**config.mk**
```make
export PLATFORM = sky130hd
export DESIGN_NAME = exc_entry_seq
export DESIGN_NICKNAME = d
export VERILOG_FILES = /design/src/rtl/exc_entry_pkg.sv /design/src/rtl/exc_prio_pick.sv /design/src/rtl/exc_sr_shaper.sv /design/src/rtl/exc_entry_seq.sv
export SDC_FILE = /design/constraint.sdc
export NUM_CORES = 1
export LEC_CHECK = 0
export ABC_AREA = 1
export CAP_MARGIN = 10
export CELL_PAD_IN_SITES_DETAIL_PLACEMENT = 0
export CELL_PAD_IN_SITES_GLOBAL_PLACEMENT = 2
export CORE_MARGIN = 2
export CORE_UTILIZATION = 33
export DETAILED_ROUTE_END_ITERATION = 16
export DONT_BUFFER_PORTS = 1
export GPL_TIMING_DRIVEN = 1
export PLACE_DENSITY_LB_ADDON = 0.1
export SLEW_MARGIN = 15
export SYNTH_ARGS = -nofsm -noshare
export SYNTH_HDL_FRONTEND = slang
export SYNTH_HIERARCHICAL = 1
export SYNTH_SLANG_ARGS = --single-unit
```
**constraint.sdc**
```tcl
create_clock -name clk -period 2.2 [get_ports clk]
set_clock_uncertainty 0.2 [all_clocks]
set_input_delay 0.22 -clock clk [delete_from_list [all_inputs] [get_ports clk]]
set_output_delay 0.22 -clock clk [all_outputs]
set_load 0.02 [all_outputs]
```
**src/rtl/exc_entry_pkg.sv**
```systemverilog
package exc_entry_pkg;

    // status word bit positions decoded by the surrounding core
    localparam int SR_GM   = 16;
    localparam int SR_EM   = 21;
    localparam int SR_M_LO = 22;
    localparam int SR_DM   = 26;
    localparam int SR_D    = 27;

    localparam logic [2:0] MODE_EXC = 3'b110;

    typedef enum logic [1:0] {
        K_DEBUG,
        K_UNREC,
        K_MPU,
        K_BUSERR
    } exc_kind_e;

    typedef enum logic [2:0] {
        ST_IDLE,
        ST_DBG,
        ST_PUSH_PC,
        ST_PUSH_SR,
        ST_COMMIT
    } seq_state_e;

endpackage

```
**src/rtl/exc_prio_pick.sv**
```systemverilog
module exc_prio_pick
    import exc_entry_pkg::*;
(
    input  logic      dbg_req,
    input  logic      bus_req,
    input  logic      mpu_req,
    input  logic      gen_req,
    input  logic      mask_em,
    output logic      take,
    output exc_kind_e kind
);

    logic any_fault;

    assign any_fault = bus_req | mpu_req | gen_req;

    always_comb begin
        take = 1'b1;
        kind = K_DEBUG;
        if (dbg_req) begin
            kind = K_DEBUG;
        end else if (mask_em && any_fault) begin
            kind = K_UNREC;
        end else if (mpu_req) begin
            kind = K_MPU;
        end else if (bus_req) begin
            kind = K_BUSERR;
        end else begin
            take = 1'b0;
        end
    end

endmodule

```
**src/rtl/exc_sr_shaper.sv**
```systemverilog
module exc_sr_shaper
    import exc_entry_pkg::*;
#(
    parameter int W = 32
) (
    input  logic [W-1:0] sr_old,
    input  logic         dbg_entry,
    output logic [W-1:0] sr_new
);

    always_comb begin
        sr_new                   = sr_old;
        sr_new[SR_M_LO +: 3]     = MODE_EXC;
        sr_new[SR_EM]            = 1'b1;
        sr_new[SR_GM]            = 1'b1;
        if (dbg_entry) begin
            sr_new[SR_D]  = 1'b1;
            sr_new[SR_DM] = 1'b1;
        end
    end

endmodule

```
**src/rtl/exc_entry_seq.sv**
```systemverilog
module exc_entry_seq
    import exc_entry_pkg::*;
#(
    parameter int               XLEN         = 32,
    parameter logic [XLEN-1:0]  DBG_ENTRY_PC = 32'h8000_0000,
    parameter logic [XLEN-1:0]  OFS_UNREC    = 32'h0000_0000,
    parameter logic [XLEN-1:0]  OFS_MPU      = 32'h0000_0004,
    parameter logic [XLEN-1:0]  OFS_BUSERR   = 32'h0000_0008
) (
    input  logic            clk,
    input  logic            rst_n,
    input  logic            dbg_stop_req,
    input  logic            bus_err_req,
    input  logic            mpu_multi_req,
    input  logic            gen_exc_req,
    input  logic [XLEN-1:0] pc_in,
    input  logic [XLEN-1:0] sr_in,
    input  logic [XLEN-1:0] evba_in,
    input  logic [XLEN-1:0] sp_in,
    input  logic            mem_wr_ack,
    output logic            busy,
    output logic            mem_wr_valid,
    output logic [XLEN-1:0] mem_wr_addr,
    output logic [XLEN-1:0] mem_wr_data,
    output logic            pc_load,
    output logic [XLEN-1:0] pc_next,
    output logic            sr_load,
    output logic [XLEN-1:0] sr_next,
    output logic            sp_load,
    output logic [XLEN-1:0] sp_next,
    output logic [XLEN-1:0] dbg_rsr,
    output logic [XLEN-1:0] dbg_rar
);

    localparam logic [XLEN-1:0] WORD_BYTES  = XLEN'(XLEN / 8);
    localparam logic [XLEN-1:0] FRAME_BYTES = XLEN'(2 * (XLEN / 8));

    seq_state_e      state, state_nxt;
    exc_kind_e       pick_kind, kind_q;
    logic            pick_take;
    logic [XLEN-1:0] pc_q, sr_q, evba_q, sp_q;
    logic [XLEN-1:0] dbg_rsr_q, dbg_rar_q;
    logic [XLEN-1:0] sr_shaped;
    logic [XLEN-1:0] vec_ofs;

    exc_prio_pick u_pick (
        .dbg_req (dbg_stop_req),
        .bus_req (bus_err_req),
        .mpu_req (mpu_multi_req),
        .gen_req (gen_exc_req),
        .mask_em (sr_in[SR_EM]),
        .take    (pick_take),
        .kind    (pick_kind)
    );

    exc_sr_shaper #(.W(XLEN)) u_shape (
        .sr_old    (sr_q),
        .dbg_entry (kind_q == K_DEBUG),
        .sr_new    (sr_shaped)
    );

    // state register
    always_ff @(posedge clk) begin
        if (!rst_n) state <= ST_IDLE;
        else        state <= state_nxt;
    end

    // transitions
    always_comb begin
        state_nxt = state;
        unique case (state)
            ST_IDLE: begin
                if (pick_take)
                    state_nxt = (pick_kind == K_DEBUG) ? ST_DBG : ST_PUSH_PC;
            end
            ST_DBG:     state_nxt = ST_IDLE;
            ST_PUSH_PC: if (mem_wr_ack) state_nxt = ST_PUSH_SR;
            ST_PUSH_SR: if (mem_wr_ack) state_nxt = ST_COMMIT;
            ST_COMMIT:  state_nxt = ST_IDLE;
            default:    state_nxt = ST_IDLE;
        endcase
    end

    // context capture on acceptance
    always_ff @(posedge clk) begin
        if (!rst_n) begin
            kind_q    <= K_DEBUG;
            pc_q      <= '0;
            sr_q      <= '0;
            evba_q    <= '0;
            sp_q      <= '0;
            dbg_rsr_q <= '0;
            dbg_rar_q <= '0;
        end else if (state == ST_IDLE && pick_take) begin
            kind_q <= pick_kind;
            pc_q   <= pc_in;
            sr_q   <= sr_in;
            evba_q <= evba_in;
            sp_q   <= sp_in;
            if (pick_kind == K_DEBUG) begin
                dbg_rsr_q <= sr_in;
                dbg_rar_q <= pc_in;
            end
        end
    end

    always_comb begin
        case (kind_q)
            K_UNREC:  vec_ofs = OFS_UNREC;
            K_MPU:    vec_ofs = OFS_MPU;
            K_BUSERR: vec_ofs = OFS_BUSERR;
            default:  vec_ofs = '0;
        endcase
    end

    // outputs
    always_comb begin
        busy         = (state != ST_IDLE);
        mem_wr_valid = 1'b0;
        mem_wr_addr  = '0;
        mem_wr_data  = '0;
        pc_load      = 1'b0;
        pc_next      = '0;
        sr_load      = 1'b0;
        sr_next      = '0;
        sp_load      = 1'b0;
        sp_next      = '0;
        unique case (state)
            ST_IDLE: ;
            ST_DBG: begin
                pc_load = 1'b1;
                pc_next = DBG_ENTRY_PC;
                sr_load = 1'b1;
                sr_next = sr_shaped;
            end
            ST_PUSH_PC: begin
                mem_wr_valid = 1'b1;
                mem_wr_addr  = sp_q - WORD_BYTES;
                mem_wr_data  = pc_q;
            end
            ST_PUSH_SR: begin
                mem_wr_valid = 1'b1;
                mem_wr_addr  = sp_q - FRAME_BYTES;
                mem_wr_data  = sr_q;
            end
            ST_COMMIT: begin
                pc_load = 1'b1;
                pc_next = evba_q | vec_ofs;
                sr_load = 1'b1;
                sr_next = sr_shaped;
                sp_load = 1'b1;
                sp_next = sp_q - FRAME_BYTES;
            end
            default: ;
        endcase
    end

    assign dbg_rsr = dbg_rsr_q;
    assign dbg_rar = dbg_rar_q;

    // a debug stop in idle commits to the fixed entry next cycle, with no write
    p_dbg_first_r1: assert property (@(posedge clk) disable iff (!rst_n)
        (!busy && dbg_stop_req) |=> (pc_load && pc_next == DBG_ENTRY_PC && !mem_wr_valid));

    // masked fault escalates into the stack path, first word is the sampled PC
    p_escalate_r4: assert property (@(posedge clk) disable iff (!rst_n)
        (!busy && !dbg_stop_req && sr_in[SR_EM] && (bus_err_req || mpu_multi_req || gen_exc_req))
        |=> (mem_wr_valid && mem_wr_data == $past(pc_in)));

    // a pending write holds address and data
    p_wr_hold_r7: assert property (@(posedge clk) disable iff (!rst_n)
        (mem_wr_valid && !mem_wr_ack) |=> (mem_wr_valid && $stable(mem_wr_addr) && $stable(mem_wr_data)));

    // every status load carries the exception mode and both mask bits
    p_mode_bits_r8: assert property (@(posedge clk) disable iff (!rst_n)
        sr_load |-> (sr_next[SR_EM] && sr_next[SR_GM] && sr_next[SR_M_LO +: 3] == MODE_EXC));

    // an unmasked generic request alone starts nothing
    p_gen_ignored_r10: assert property (@(posedge clk) disable iff (!rst_n)
        (!busy && !dbg_stop_req && !bus_err_req && !mpu_multi_req && !sr_in[SR_EM]) |=> !busy);

endmodule

```
==> flow_metrics.py <==
metrics = {
    "worst_setup_path": {
        "critical_path_buf_inv_count": 4,
        "cp_max_fo": 4,
        "cp.depth": 11,
        "endpoint_kind": "primary output",
        "rrSetupSlack_ns": 0.10,
        "crit_chain": "inv_4 > ha_4 > nand2_4 > nor2_4 > buf_12 > buf_4 > nand2_4 > o21ai_2 > nand3_1 > nand2_2 > buf_6",
        "crit_type": "reg2out",
        "critPathSlowestCell": "dfxtp_4",
        "critPathTopFamily": "simple AND/OR/NAND/NOR gates",
        "worstPathArrival_ns": 2.05,
        "worstReg2RegStart": "state[2]$_SDFFE_PN0P_",
        "startpoint": "sp_q[4]$_SDFFE_PN0P_",
        "path_common_cell": "nand2_4",
        "start_kind": "register",
        "reg2reg_to": "dbg_rar[4]$_SDFFE_PN0P_",
        "crit_required_ns": 1.78,
        "endpoint": "mem_wr_addr[19]",
        "reg2reg_depth": 10,
        "cp_slowest_stage_delay_ns": 0.37,
    },
    "grt": {
        "grt_pass1_wl_um": 53410,
        "grt_start_max_net_pins": 196,
        "antenna_found_initial": 2,
        "grt_overflow_total": 0,
        "track_usage": 0.2269,
        "grt_pass1_vias": 9248,
    },
    "timing": {
        "rsz0062_at_grt": "yes",
        "period_needed_ns": 2.465,
        "slew_viol_final": 0,
        "hold-worst-slack_ns": -0.2679,
        "slew_headroom": 0.6544,
        "fmax_mhz": 405.6,
        "setup_violations": 82,
        "tightest_slew_ns": 0.5184,
        "hold_violations": 194,
        "period_share": 1.121,
        "finalWorstSetupSlack_ns": -0.2653,
    },
    "finish": {
        "drive_gt1_frac": 0.3247,
        "multi_input_area_um2": 5572,
        "layout_commonest_cell": "o21ai_0",
        "area_growth_pct": 49.39,
        "final_cell_mix": "191 x o21ai_0, 186 x inv_1, 173 x a21oi_1, 170 x dfxtp_1, 123 x nor2_1",
        "register_area_um2": 4005,
        "final_cell_area_um2": 14230,
        "nets": 1716,
        "fillers": 2879,
    },
    "logic_synthesis": {
        "yosysWarnings": 6,
        "avgSynthCellArea_um2": 6.767,
        "ys_ff_latch": 197,
        "synthCells": 1408,
        "syn_area_um2": 9528,
        "yosysSeqAreaShare": 0.4139,
        "synth_cell_type_count": 32,
    },
    "run_status": {
        "status": "finished with violations",
        "failed_checks": "negative hold slack, negative setup slack",
    },
    "clock_tree": {
        "clockRootBuffer": "clkbuf_16",
        "clk_pin_slew_ns": 0.08,
        "cts_buffers": 17,
        "htree_num_levels": 4,
        "worstSkewPairLatency_ns": 0.43,
        "cts_tree": "done",
        "clockBufferDepth": 2,
        "cts_sinks": 197,
    },
    "flow_run": {
        "max-cap-violations": 0,
    },
    "placement": {
        "dpl.hpwl_um": 23330,
        "gp_congestion": 0.8272,
        "place_area_um2": 10490,
        "pre_cts_slack_ns": 0.03081,
        "io_buffers": 0,
    },
    "route": {
        "drt-initial-drc-count": 482,
        "vias_per_cell": 4.878,
        "wirelength_um": 36480,
        "drt_pass1_iterations": 5,
        "drc": 0,
        "routed-via-count": 9648,
        "wire_per_inst_um": 18.44,
        "ant_nets": 0,
    },
    "pwr": {
        "powerDensity_nw_per_um2": 1074,
        "peakVddDrop_mv": 0.6008,
        "p_leak_uw": 0.005982,
    },
    "floorplanning": {
        "fp.dieH_um": 173.9,
        "start_util": 0.3338,
        "core_um2": 28550,
        "dieWidth_um": 173.9,
        "fp-row-count": 62,
        "dieArea_um2": 30250,
        "io_pins": 364,
    },
    "hold_path": {
        "hp-class": "in2reg",
    },
}
## cell type report
class                   instances  share of cell area
diodes                          2           0.0003516
clock buffers                  21             0.03305
clock inverters                11            0.009318
inverters                     205             0.05661
multi-input cells             897              0.3914
flip-flops and latches        197              0.2814
well taps                     384             0.03376
repair buffers                261              0.1941
## timing repair
| action | CTS | global route |
|---|---|---|
| pin swaps | 59 | 90 |
| resized for setup | 279 | 268 |
| hold endpoints to repair | 197 | 194 |
| buffers inserted | 32 | 20 |
| setup endpoints to repair | 158 | 156 |
| hold buffers | 21 | 53 |
| cloned | 6 | 3 |
## state kept, by name, summed over array words and instances, names as in the netlist
signal and flops:
kind_q 2, evba_q 32, state 3, pc_q 32, dbg_rsr 32, sp_q 32
dbg_rar 32, sr_q 32
## cell usage after synthesis
master,instances,share of area
a21oi_1,186,0.098
ha_1,2,0.0026
nand2_2,1,0.00066
o21ai_1,30,0.016
nand3_1,37,0.019
nand4_1,6,0.0039
a22o_1,8,0.0074
clkbuf_1,39,0.015
a22oi_1,1,0.00079
o22ai_1,4,0.0026
nor3_4,1,0.0017
nand3b_1,1,0.00079
inv_1,200,0.079
conb_1,2,0.00079
xnor2_1,1,0.00092
inv_4,1,0.00066
xor2_1,14,0.013
nand2_1,143,0.056
nor2_8,1,0.0021
inv_2,4,0.0016
buf_1,2,0.00079
nor2_2,5,0.0033
dfxtp_1,197,0.41
buf_2,35,0.018
buf_4,35,0.028
buf_6,2,0.0024
o21ai_0,232,0.12
o32ai_1,1,0.00092
nor3_1,3,0.0016
nor2_1,211,0.083
nand3_2,1,0.0011
nor2_4,2,0.0024
## logic make-up after synthesis
logic type,share of synthesized area
other cells,0.0007882
simple gates,0.1764
xor+xnor,0.01379
fa+ha+maj,0.002626
flops,0.4139
compound gates,0.2470
buf+inv,0.1455
## worst min-delay path by stage
stage	slack [ns]	to	cells past startpoint	from
after floorplan	0.15	evba_q[3]$_SDFFE_PN0P_	2	evba_in[3]
after global placement	0.16	evba_q[31]$_SDFFE_PN0P_	2	evba_in[31]
after detailed placement	0.17	evba_q[31]$_SDFFE_PN0P_	2	evba_in[31]
after CTS	-0.30	dbg_rar[21]$_SDFFE_PN0P_	2	rst_n
after global routing	-0.29	dbg_rar[21]$_SDFFE_PN0P_	2	rst_n
final	-0.27	dbg_rar[7]$_SDFFE_PN0P_	2	rst_n
## through the flow
step                      std cells  power, uW  utilization  TNS, ns  hold slack (ns)
after floorplan                1411       8438            -        0           0.1549
after detailed placement       1815       9793       0.3673        0           0.1665
after global routing           1977      16230       0.4985   -15.51          -0.2947
final                          1978      15290       0.4986   -7.537          -0.2679
after global placement         1815       9770       0.3673        0           0.1605
after CTS                      1904      14310       0.4379   -5.931          -0.2982
## power by group
group,internal (uW),total (uW),switching [uW]
clock,1710,3280,1570
combinational,2530,6600,4060
sequential,4450,5410,959
total,8700,15300,6590
## metal layers
metal,part of all wire,vias up,track usage
li1,-,4837,-
met1,0.42,4527,0.2732
met2,0.51,252,0.4001
met3,0.050,32,0.05534
met4,0.018,0,0.06688
met5,0,-,0
No activity file was read; power rests on OpenSTA's default activity.
